===== config.mk =====
export PLATFORM = sky130hd
export DESIGN_NAME = lead_amt_unit
export DESIGN_NICKNAME = d
export VERILOG_FILES = /design/src/rtl/lead_pkg.sv /design/src/rtl/lead_fold.sv /design/src/rtl/lead_bisect_step.sv /design/src/rtl/lead_bisect.sv /design/src/rtl/lead_amt_unit.sv
export SDC_FILE = /design/constraint.sdc
export NUM_CORES = 1
export LEC_CHECK = 0
export BUFFER_PORTS_ARGS = -buffer_cell sky130_fd_sc_hd__buf_4
export CAP_MARGIN = 20
export CELL_PAD_IN_SITES_DETAIL_PLACEMENT = 1
export CELL_PAD_IN_SITES_GLOBAL_PLACEMENT = 2
export CORE_AREA = 2 2 89 91
export CTS_BUF_LIST = sky130_fd_sc_hd__clkbuf_16
export DETAILED_ROUTE_END_ITERATION = 16
export DIE_AREA = 0 0 91 93
export GPL_TIMING_DRIVEN = 0
export PLACE_DENSITY_LB_ADDON = 0.1
export SLEW_MARGIN = 20
export SYNTH_ARGS = -nofsm -noshare
export SYNTH_HDL_FRONTEND = slang
export SYNTH_HIERARCHICAL = 1
export SYNTH_SLANG_ARGS = --single-unit

===== constraint.sdc =====
create_clock -name clk_i -period 1.1 [get_ports clk_i]
set_input_delay 0.11 -clock clk_i [delete_from_list [all_inputs] [get_ports clk_i]]
set_output_delay 0.11 -clock clk_i [all_outputs]
set_load 0.01 [all_outputs]

===== src/rtl/lead_pkg.sv =====
package lead_pkg;
  typedef enum logic {
    MODE_UNSIGNED = 1'b0,
    MODE_SIGNED   = 1'b1
  } lead_mode_e;

  localparam int unsigned LEAD_DATA_W = 32;
endpackage


===== src/rtl/lead_fold.sv =====
// Signed mode: fold negative operands onto their positive image
module lead_fold #(
  parameter int DATA_W = 32
) (
  input  lead_pkg::lead_mode_e mode_i,
  input  logic [DATA_W-1:0]    data_i,
  output logic [DATA_W-1:0]    fold_o
);
  logic inv;

  always_comb begin
    inv    = (mode_i == lead_pkg::MODE_SIGNED) && data_i[DATA_W-1];
    fold_o = inv ? ~data_i : data_i;
  end
endmodule


===== src/rtl/lead_bisect_step.sv =====
module lead_bisect_step #(
  parameter int DATA_W = 32,
  parameter int AMT_W  = 6,
  parameter int SHIFT  = 16
) (
  input  logic [DATA_W-1:0] val_i,
  input  logic [AMT_W-1:0]  cnt_i,
  output logic [DATA_W-1:0] val_o,
  output logic [AMT_W-1:0]  cnt_o
);
  logic hit;

  always_comb begin
    hit   = |(val_i >> SHIFT);
    val_o = hit ? (val_i >> SHIFT) : val_i;
    cnt_o = hit ? (cnt_i - AMT_W'(SHIFT)) : cnt_i;
  end
endmodule


===== src/rtl/lead_bisect.sv =====
module lead_bisect #(
  parameter  int DATA_W = 32,
  localparam int LOG_W  = $clog2(DATA_W),
  localparam int AMT_W  = LOG_W + 1
) (
  input  lead_pkg::lead_mode_e mode_i,
  input  logic [DATA_W-1:0]    val_i,
  output logic [AMT_W-1:0]     amt_o
);
  logic [DATA_W-1:0] val_c [LOG_W+1];
  logic [AMT_W-1:0]  cnt_c [LOG_W+1];
  logic              is_zero;

  assign val_c[0] = val_i;
  assign cnt_c[0] = AMT_W'(DATA_W - 1);

  for (genvar k = 0; k < LOG_W; k++) begin : g_step
    lead_bisect_step #(
      .DATA_W(DATA_W),
      .AMT_W (AMT_W),
      .SHIFT (1 << (LOG_W - 1 - k))
    ) i_step (
      .val_i(val_c[k]),
      .cnt_i(cnt_c[k]),
      .val_o(val_c[k+1]),
      .cnt_o(cnt_c[k+1])
    );
  end

  // after all steps the remainder is zero only for a zero operand
  always_comb begin
    is_zero = (val_c[LOG_W] == '0);
    if (mode_i == lead_pkg::MODE_SIGNED)
      amt_o = is_zero ? AMT_W'(DATA_W - 1) : (cnt_c[LOG_W] - AMT_W'(1));
    else
      amt_o = is_zero ? AMT_W'(DATA_W) : cnt_c[LOG_W];
  end
endmodule


===== src/rtl/lead_amt_unit.sv =====
module lead_amt_unit #(
  parameter  int DATA_W = lead_pkg::LEAD_DATA_W,
  localparam int AMT_W  = $clog2(DATA_W) + 1
) (
  input  logic              clk_i,
  input  logic              rst_ni,
  input  logic              vld_i,
  input  logic              mode_i,
  input  logic [DATA_W-1:0] data_i,
  output logic              vld_o,
  output logic [AMT_W-1:0]  amt_o
);
  lead_pkg::lead_mode_e mode;
  logic [DATA_W-1:0]    folded;
  logic [AMT_W-1:0]     amt_d;

  assign mode = lead_pkg::lead_mode_e'(mode_i);

  lead_fold #(.DATA_W(DATA_W)) i_fold (
    .mode_i(mode),
    .data_i(data_i),
    .fold_o(folded)
  );

  lead_bisect #(.DATA_W(DATA_W)) i_bisect (
    .mode_i(mode),
    .val_i (folded),
    .amt_o (amt_d)
  );

  always_ff @(posedge clk_i or negedge rst_ni) begin
    if (!rst_ni) begin
      vld_o <= 1'b0;
      amt_o <= '0;
    end else begin
      vld_o <= vld_i;
      if (vld_i) amt_o <= amt_d;
    end
  end
endmodule


* Word level (Yosys, flattened, before mapping)
Index checks and enable logic that the tools add are counted.
** Cells by class
- Add/sub/neg operators :: 5
- Muxes and demuxes :: 14
- Bitwise logic cells :: 1
- Reductions and logical operators :: 7
** Operators with widths (count)
- $mux 32 :: 6
- $mux 6 :: 7
- $logic_not 32->1 :: 1
- $not 32->32 :: 1
- $reduce_or 31->1 :: 1
- $reduce_or 30->1 :: 1
- $reduce_or 28->1 :: 1
- $reduce_or 24->1 :: 1
- $reduce_or 16->1 :: 1
- $sub 6x1->6 const B :: 2
- $sub 6x2->6 const B :: 1
- $sub 6x3->6 const B :: 1
- $sub 6x4->6 const B :: 1
- $mux 5 :: 1
- $logic_and 1x1->1 :: 1
** Word-level totals
- Flip-flop bits (word level) :: 7
- Output and inout bits :: 7
- Word-level logic and storage cells :: 29

* Depth between registers and ports, before layout
Gate-level depths: netlist (run 1).
- Depth after elaboration :: 15
- Mapped depth :: 30
- Mapped depth without buffers :: 27

* Hierarchy
Netlist (run 1), hierarchy kept.
** By module, submodules not included
- lead_bisect_step (i_bisect.g_step[0].i_step) :: instances 1, cells each 47, area an instance 365.4 µm², sequential area each 0.0 µm²
- lead_bisect_step (i_bisect.g_step[2].i_step) :: instances 1, cells each 55, area an instance 350.3 µm², sequential area each 0.0 µm²
- lead_bisect_step (i_bisect.g_step[1].i_step) :: instances 1, cells each 52, area an instance 329.1 µm², sequential area each 0.0 µm²
- lead_bisect_step (i_bisect.g_step[4].i_step) :: instances 1, cells each 60, area an instance 321.6 µm², sequential area each 0.0 µm²
- lead_fold :: instances 1, cells each 36, area an instance 317.8 µm², sequential area each 0.0 µm²
- lead_bisect :: instances 1, cells each 47, area an instance 315.3 µm², sequential area each 0.0 µm²
- lead_bisect_step (i_bisect.g_step[3].i_step) :: instances 1, cells each 58, area an instance 306.5 µm², sequential area each 0.0 µm²
- lead_amt_unit :: instances 1, cells each 14, area an instance 276.5 µm², sequential area each 175.2 µm²

* Worst setup path after synthesis (run 1)
Ideal clock, no wire load.
- Kind :: input to register
- Start :: input port mode_i
- End :: register amt_o[3]
- Arrival :: 4.838 ns
- Data required time :: 0.975 ns
- Slack :: -3.863 ns
- Stages on the path :: 29
- Cells stage by stage :: nand2_2 buf_6 xnor2_1 nor4_1 and4_1 buf_6 buf_12 a21o_1 nor4_1 nand4_1 nor2_4 a21o_2 nor4_2 nand4_2 nor2_4 a21o_1 nor4_1 nand4_1 nor2_2 a21o_2 nor3_1 nand4_1 nor2_2 a21o_1 nor4_1 and4_2 nand2_2 a211o_1 mux2_4
** RTL lines
- start, declared :: line lead_amt_unit.sv:8 : input logic mode_i,
- end signal, assigned :: line lead_amt_unit.sv:37 : if (vld_i) amt_o <= amt_d;
- end, declared :: line lead_amt_unit.sv:11 : output logic [AMT_W-1:0] amt_o

==> results of run 1 <==
-- cells in the final DEF (no fill, tap or decap), types with 4 or more instances in the layout --
| cell type | count |
|---|---|
| nand4_1 | 7 |
| nor4_1 | 22 |
| a21o_2 | 5 |
| inv_1 | 11 |
| a21o_1 | 22 |
| xnor2_2 | 6 |
| nor4_2 | 14 |
| nor2_4 | 4 |
| o21ai_0 | 7 |
| conb_1 | 38 |
| o211ai_1 | 4 |
| buf_6 | 4 |
| mux2_4 | 6 |
| nand3_1 | 5 |
| dfrtp_1 | 7 |
| clkbuf_1 | 91 |
| buf_2 | 5 |
| nor2_1 | 5 |
| buf_4 | 119 |
| ha_1 | 4 |
| a21o_4 | 4 |
| xnor2_4 | 11 |
| xnor2_1 | 30 |
| clkbuf_16 | 5 |
-- registers in the layout, indices dropped and copies added, names as in the netlist --
register / count
vld_o: 1
amt_o: 6
-- through the flow --
stage          cell area [µm²]  total power, mW  util, %
2_1_floorplan             2830             1.32        -
3_3_place_gp              3270             1.62     43.4
3_5_place_dp              3270             1.64     43.4
4_1_cts                   3550             2.32     47.2
5_1_grt                   4060             2.82     53.9
6_report                  4060             2.65     53.9
-- final cells by class --
class                      instances  area, µm²  share of cell area, %
sequential                         7        175                   4.32
tap                              102        128                   3.14
buffer                           146        803                   19.8
multi-input combinational        236       2140                   52.7
inverter                          11       41.3                   1.02
timing repair buffer              84        692                   17.0
clock buffer                       3       75.1                   1.85
clock inverter                     1       3.75                 0.0925
-- worst paths after layout --
kind	start	endpoint	cells past startpoint
setup / recovery	mode_i	amt_o[3]	30
hold reg to reg	amt_o[3]	amt_o[3]	1
min in group asynchronous	rst_ni	vld_o	2
max in group asynchronous	rst_ni	amt_o[5]	2
setup reg to reg	amt_o[0]	amt_o[0]	1
hold / removal	vld_i	vld_o	1
-- where the power goes --
| part | total [mW] | switching [mW] | leakage, nW | internal [mW] |
|---|---|---|---|---|
| sequential | 0.356 | 0.0410 | 0.0823 | 0.315 |
| combinational | 1.67 | 0.751 | 1.79 | 0.915 |
| clock | 0.629 | 0.155 | 0.0423 | 0.474 |
| total | 2.65 | 0.947 | 1.92 | 1.70 |
-- routing by layer --
metal | global-route usage, % | up-vias
li1 | - | 1354
met1 | 22.5 | 1254
met2 | 34.2 | 38
met3 | 1.37 | 9
met4 | 3.28 | 0
met5 | 0 | -
-- logic make-up (layout without fill, tap and decap cells) --
family	count (synthesis)	after routing
XOR/XNOR	48	48
buffers and inverters	157	245
other	7	38
AND/OR/NAND/NOR	82	82
multiplexers	10	10
flip-flops	7	7
adder cells (fa/ha/maj)	5	5
AO/OA/AOI/OAI	53	53
-- what timing repair did --
action / CTS / global route
hold buffers: 1 / 0
pin swaps: 15 / 34
gates resized for setup: 17 / 36
buffers inserted: 12 / 27
gates cloned: 0 / 2
endpoints found under the hold margin: 7 / 0
endpoints found under the setup margin: 6 / 6
==> results.tsv, run 1 <==
metric	value	unit
Peak VDD IR	0.000447	V
pin count of the biggest net entering global routing	11	
largest family of logic cells by synthesized area	buffers and inverters	
Worst Hold Class	in -> reg	
synthesized flop and latch total	7	
max incr delay on CP	0.32	ns
crit end category	flop	
die span in y	93	µm
setup TNS	-24.52	ns
Syn Std Cell Area	0.00258	mm²
first-pass GRT wire length	12700	µm
Die Footprint	0.00846	mm²
register area share after synthesis	6.78	%
Top Layer Used	met4	
Die Span X	91	µm
synthesized area per cell	7.00	µm²
unrepaired setup endpoints after global routing	yes	
Final Critical Period	5.24	ns
DR WL/cell	14.8	µm
Max Clock Skew	0	ns
Detailed Route WL	8740	µm
FP Rows	32	
Leak	1.92	nW
crit path buf inv count	4	
final hold vios	0	
largest cells by area after synthesis	xnor2_1, clkbuf_1, buf_4	
met3 wire len	173	µm
htree depth	1	
Post-synth EDFFs	0	
Synth top area share	15.9	%
placed cell count	544	
CP most frequent cell	nor2_4	
# setup viols final	6	
post-route setup slack	-4.14	ns
gr usage total	18.1	%
Initial Utilization	34.3	%
Sink Count	7	
Final Cycle Share	477	%
DRC	0	
root buffer cell	clkbuf_16	
GR Overflow Total	0	
TritonCTS Buffers	3	
WHS	0.00252	ns
routed via count	2655	
Max Cap Violations	0	
gpl congestion	0.793	
cell count after synthesis	369	
result of the run	finished, violations left	
Core Footprint	0.00753	mm²
area leader, netlist	xnor2_1	
Critical Path Fanout Max	7	
Clock Path Buffers	2	
delay-heaviest family, CP	simple AND/OR/NAND/NOR gates	
Async SR Flop Fraction	100	%
WP data arrival	5.36	ns
Synth warnings	6	
I/O Buffers	42	
Startpoint Class	primary input	
number of distinct library cells after synthesis	43	
Simple-Gate Fraction of Synth Area	22.0	%
WL met1	3710	µm
DR pass1 iterations	4	
most frequent cells after synthesis	clkbuf_1, xnor2_1, buf_4	
routed wl met2	4740	µm
Pwr per Cell Area	653	mW/mm²
synthesis-to-layout area growth	57.2	%
io pins	43	
kind of critical path	in -> reg	
worst skew pair latency	0.23	ns
Layout Cells excl Fill	590	
worst reg-to-reg setup slack	0.30	ns
most numerous cell in the Yosys netlist	clkbuf_1	
dpl hpwl	6040	µm
initial antenna violation count	0	
CTS tree	done	
Post-Synth Adder-Cell Area	2.42	%
slowest cell on the critical path	nor4_2	
vias in the first global route	2760	
Compound-Gate Fraction of Synth Area	14.7	%
Vias/cell	4.50	
post-synthesis mux area share	5.04	%
achievable frequency	191	MHz
Required @ worst endpoint	1.22	ns
DP Worst Slack	-4.80	ns
NumNets Final	530	
Fillers	958	
DRT antenna net count	0	
max-slew violations	0	
Clk pin slew, worst setup/hold paths	0.04	ns
fraction of layout cells with a size suffix above 1	42.4	%
drt initial violations	47	
xor/xnor cell area share of the yosys netlist	16.3	%
failing checks	negative setup slack	
# diodes	0	
Synth Flop Type	dfrtp_1	
Power figures use the tool's default switching activity.
==> run 2, diff against run 1 <==
- CORE_AREA: 2 2 89 91 -> 2 2 76 107
- CTS_CLUSTER_SIZE: default -> 28
- DIE_AREA: 0 0 91 93 -> 0 0 78 109
- MAX_ROUTING_LAYER: default -> met4
==> results.tsv, run 2 (synthesized netlist as in run 1, its figures left out) <==
metric	value	unit	change
DRT antenna net count	0		unchanged
Worst Hold Class	in -> reg		unchanged
CTS tree	done		unchanged
Clock Path Buffers	2		unchanged
met3 Use GR	1.24	%	was 1.37%
post-route setup slack	-4.00	ns	was -4.14 ns
io pins	43		unchanged
fraction of layout cells with a size suffix above 1	41.5	%	was 42.4%
dpl hpwl	6170	µm	was 6040 µm
DP Worst Slack	-5.09	ns	was -4.80 ns
Peak VDD IR	0.00122	V	was 0.000447 V
initial antenna violation count	0		unchanged
drt initial violations	48		was 47
register area	175	µm²	unchanged
Clk pin slew, worst setup/hold paths	0.03	ns	was 0.04 ns
htree depth	1		unchanged
reg-to-reg startpoint	amt_o[3]		was amt_o[0]
max reg flops	6		unchanged
Required @ worst endpoint	1.21	ns	was 1.22 ns
unrepaired setup endpoints after global routing	yes		unchanged
CP most frequent cell	nor2_4		unchanged
Sink Count	7		unchanged
final hold vios	0		unchanged
Initial Utilization	33.9	%	was 34.3%
Biggest register	amt_o		unchanged
hold_sp	vld_i		unchanged
Placed Area	0.00327	mm²	about the same
Finished Cell Area	0.00399	mm²	was 0.00406 mm²
GRT busiest layer	met2		unchanged
most common cell after layout, fill and taps aside	buf_4		unchanged
gr usage total	18.9	%	was 18.1%
footprint of the multi-input gates	0.00212	mm²	was 0.00214 mm²
Fillers	958		unchanged
most frequent cells in the layout	buf_4, clkbuf_1, conb_1		unchanged
met2 usage	39.8	%	was 34.2%
delay-heaviest family, CP	simple AND/OR/NAND/NOR gates		unchanged
Core Footprint	0.00761	mm²	was 0.00753 mm²
Crit. Startpoint	mode_i		unchanged
FP Rows	38		was 32
Critical Path Fanout Max	7		unchanged
worst skew pair latency	0.23	ns	about the same
WHS	0.00518	ns	was 0.00252 ns
Largest regs	amt_o x6, vld_o x1		unchanged
crit end category	flop		unchanged
setup TNS	-23.66	ns	was -24.52 ns
DR pass1 iterations	4		unchanged
Die Footprint	0.00850	mm²	was 0.00846 mm²
# diodes	0		unchanged
WP data arrival	5.21	ns	was 5.36 ns
die span in y	109	µm	was 93 µm
TritonCTS Buffers	3		unchanged
Die Span X	78	µm	was 91 µm
GR Overflow Total	0		unchanged
synthesis-to-layout area growth	54.5	%	was 57.2%
DR WL/cell	13.3	µm	was 14.8 µm
Max Clock Skew	0	ns	unchanged
# setup viols final	6		unchanged
kind of critical path	in -> reg		unchanged
crit path buf inv count	5		was 4
Vias/cell	4.49		was 4.50
max incr delay on CP	0.31	ns	was 0.32 ns
first-pass GRT wire length	12500	µm	was 12,700 µm
Final Critical Period	5.10	ns	was 5.24 ns
Final Cycle Share	464	%	was 477%
achievable frequency	196	MHz	was 191 MHz
Leak	1.88	nW	was 1.92 nW
root buffer cell	clkbuf_16		unchanged
result of the run	finished, violations left		unchanged
Detailed Route WL	7750	µm	was 8740 µm
Max Cap Violations	0		unchanged
gpl congestion	0.801		was 0.793
Startpoint Class	primary input		unchanged
max-slew violations	0		unchanged
I/O Buffers	42		unchanged
Pwr per Cell Area	641	mW/mm²	was 653 mW/mm²
slowest cell on the critical path	nor4_2		unchanged
failing checks	negative setup slack		unchanged
pin count of the biggest net entering global routing	11		unchanged
vias in the first global route	2789		was 2,760
NumNets Final	524		was 530
DRC	0		unchanged
met1 Use GR	17.8	%	was 22.5%
routed via count	2616		was 2,655
run 2: per-layer routing:
layer | part of all wire (%) | vias up | wire length (µm)
met4 | 2.3 | 0 | 176
met3 | 2.4 | 13 | 183
met1 | 35 | 1222 | 2740
li1 | - | 1334 | -
met5 | 0 | - | 0
met2 | 60 | 47 | 4650
run 2: timing repair:
action | CTS | global route
hold buffers | 1 | 0
hold endpoints to repair | 7 | 0
buffers inserted | 23 | 10
pin swaps | 16 | 24
gates cloned | 2 | 0
setup endpoints to repair | 6 | 6
gates resized for setup | 23 | 27
run 2: layout make-up:
cell class	instances	area share (%)
clock inverter	1	0.0941
clock buffer	3	1.88
timing repair buffer	78	16.3
sequential	7	4.39
buffer	146	19.9
tap	100	3.14
inverter	11	1.04
multi-input combinational	236	53.2
run 2: final timing paths:
check | end | slack, ns | cells after the start
max in group asynchronous | amt_o[3] | 0.70 | 2
min in group asynchronous | amt_o[2] | 0.28 | 2
worst min register to register | amt_o[4] | 0.51 | 1
worst max-delay path | amt_o[3] | -4.00 | 31
worst max register to register | amt_o[3] | 0.33 | 1
worst min-delay path | vld_o | 0.005 | 1
run 2: report_power, final:
part	switching (mW)	internal, mW
Sequential	0.0313	0.315
Combinational	0.713	0.896
Clock	0.130	0.472
run 2: per-stage QoR:
step / total power, mW / instances / utilization (%)
4_1_cts: 2.38 / 572 / 48.7
3_3_place_gp: 1.63 / 542 / 42.9
3_5_place_dp: 1.65 / 542 / 42.9
6_report: 2.56 / 582 / 52.4
5_1_grt: 2.74 / 582 / 52.4
2_1_floorplan: 1.32 / 400 / -
==> run 3, diff against run 2 <==
- CORE_AREA: 2 2 76 107 -> 2 2 94 87
- DIE_AREA: 0 0 78 109 -> 0 0 96 89
==> results.tsv, run 3 (synthesized netlist as in run 1, its figures left out) <==
metric	value	unit	change
FP Rows	30		was 38
met2 usage	38.8	%	was 39.8%
Critical Path Fanout Max	7		unchanged
Sink Count	7		unchanged
worst skew pair latency	0.23	ns	about the same
fraction of layout cells with a size suffix above 1	44.2	%	was 41.5%
post-route setup slack	-4.08	ns	was -4.00 ns
Placed Area	0.00326	mm²	was 0.00327 mm²
crit end category	flop		unchanged
achievable frequency	193	MHz	was 196 MHz
most frequent cells in the layout	buf_4, clkbuf_1, conb_1		unchanged
Clock Path Buffers	2		unchanged
max reg flops	6		unchanged
Die Footprint	0.00854	mm²	was 0.00850 mm²
gpl congestion	0.811		was 0.801
Largest regs	amt_o x6, vld_o x1		unchanged
met3 Use GR	1.18	%	was 1.24%
result of the run	finished, violations left		unchanged
Leak	1.96	nW	was 1.88 nW
Detailed Route WL	9260	µm	was 7750 µm
root buffer cell	clkbuf_16		unchanged
Clk pin slew, worst setup/hold paths	0.04	ns	was 0.03 ns
die span in y	89	µm	was 109 µm
routed via count	2744		was 2,616
# diodes	0		unchanged
Fillers	919		was 958
Final Critical Period	5.18	ns	was 5.10 ns
Final Cycle Share	471	%	was 464%
NumNets Final	537		was 524
Max Cap Violations	0		unchanged
gr usage total	20.5	%	was 18.9%
CP most frequent cell	nor2_4		unchanged
Vias/cell	4.64		was 4.49
Layout Cells excl Fill	591		was 582
first-pass GRT wire length	13400	µm	was 12,500 µm
Peak VDD IR	0.000296	V	was 0.00122 V
Initial Utilization	34.6	%	was 33.9%
DR pass1 iterations	4		unchanged
# setup viols final	6		unchanged
Worst Max-Slew Pin Slew	0.527	ns	
kind of critical path	in -> reg		unchanged
htree depth	1		unchanged
max incr delay on CP	0.37	ns	was 0.31 ns
WP data arrival	5.29	ns	was 5.21 ns
failing checks	negative setup slack		unchanged
DR WL/cell	15.7	µm	was 13.3 µm
WHS	0.00493	ns	was 0.00518 ns
Core Footprint	0.00747	mm²	was 0.00761 mm²
DRC	0		unchanged
setup TNS	-24.09	ns	was -23.66 ns
pin count of the biggest net entering global routing	11		unchanged
DP Worst Slack	-4.80	ns	was -5.09 ns
GRT busiest layer	met2		unchanged
initial antenna violation count	0		unchanged
final hold vios	0		unchanged
DRT antenna net count	0		unchanged
Slew HR	63.9	%	
vias in the first global route	2929		was 2,789
Worst Hold Class	in -> reg		unchanged
Startpoint Class	primary input		unchanged
synthesis-to-layout area growth	61.6	%	was 54.5%
io pins	43		unchanged
GR Overflow Total	0		unchanged
CTS tree	done		unchanged
Max Clock Skew	0	ns	unchanged
most common cell after layout, fill and taps aside	buf_4		unchanged
met1 Use GR	24.2	%	was 17.8%
Biggest register	amt_o		unchanged
placed cell count	538		was 542
drt initial violations	85		was 48
dpl hpwl	6070	µm	was 6170 µm
unrepaired setup endpoints after global routing	yes		unchanged
Required @ worst endpoint	1.21	ns	about the same
max-slew violations	0		unchanged
Finished Cell Area	0.00417	mm²	was 0.00399 mm²
TritonCTS Buffers	3		unchanged
Pwr per Cell Area	649	mW/mm²	was 641 mW/mm²
slowest cell on the critical path	nor4_4		was nor4_2
Die Span X	96	µm	was 78 µm
I/O Buffers	42		unchanged
run 3: path summary, 6_finish.rpt:
check | startpoint | to | slack [ns] | cells past startpoint
worst min-delay path | vld_i | vld_o | 0.005 | 1
min in group asynchronous | rst_ni | amt_o[5] | 0.24 | 2
worst max-delay path | mode_i | amt_o[3] | -4.08 | 30
worst max register to register | amt_o[3] | amt_o[3] | 0.32 | 1
max in group asynchronous | rst_ni | amt_o[2] | 0.74 | 2
worst min register to register | amt_o[4] | amt_o[4] | 0.51 | 1
run 3: routing by layer:
metal / vias to the layer above / wire length (µm)
li1: 1374 / -
met1: 1323 / 4170
met2: 37 / 4810
met3: 10 / 151
met4: 0 / 119
met5: - / 0
run 3: power by group:
| part | internal [mW] | switching, mW |
|---|---|---|
| clock network | 0.473 | 0.138 |
| registers | 0.315 | 0.0354 |
| logic | 0.953 | 0.796 |
| total | 1.74 | 0.969 |
run 3: final cells by class:
cell class | instances | area, µm² | area share [%]
clock inverter | 1 | 3.75 | 0.0900
clock buffer | 3 | 75.1 | 1.80
tap | 96 | 120 | 2.88
timing repair buffer | 91 | 752 | 18.0
sequential | 7 | 175 | 4.20
buffer | 146 | 796 | 19.1
multi-input combinational | 236 | 2210 | 53.0
inverter | 11 | 41.3 | 0.990
run 3: worst max-delay path: cells and delay by family:
family                    cells  cell delay (ns)
AOI/OAI and AO/OA             6             1.21
xor gates and xnor gates      1             0.16
buffers and inverters         4             0.52
muxes                         2             0.56
and+or+nand+nor              17             2.71
run 3: stage by stage:
| stage | util (%) | power (mW) |
|---|---|---|
| 2_1_floorplan | - | 1.32 |
| 3_3_place_gp | 43.7 | 1.62 |
| 3_5_place_dp | 43.7 | 1.65 |
| 4_1_cts | 53.2 | 2.52 |
| 5_1_grt | 55.9 | 2.88 |
| 6_report | 55.9 | 2.71 |
run 3: repair_timing:
item	in CTS	in global routing
hold endpoints to repair	7	0
hold buffers	1	0
buffers inserted	36	10
endpoints found under the setup margin	6	6
pin swaps	24	15
cloned	2	0
gates resized for setup	47	17
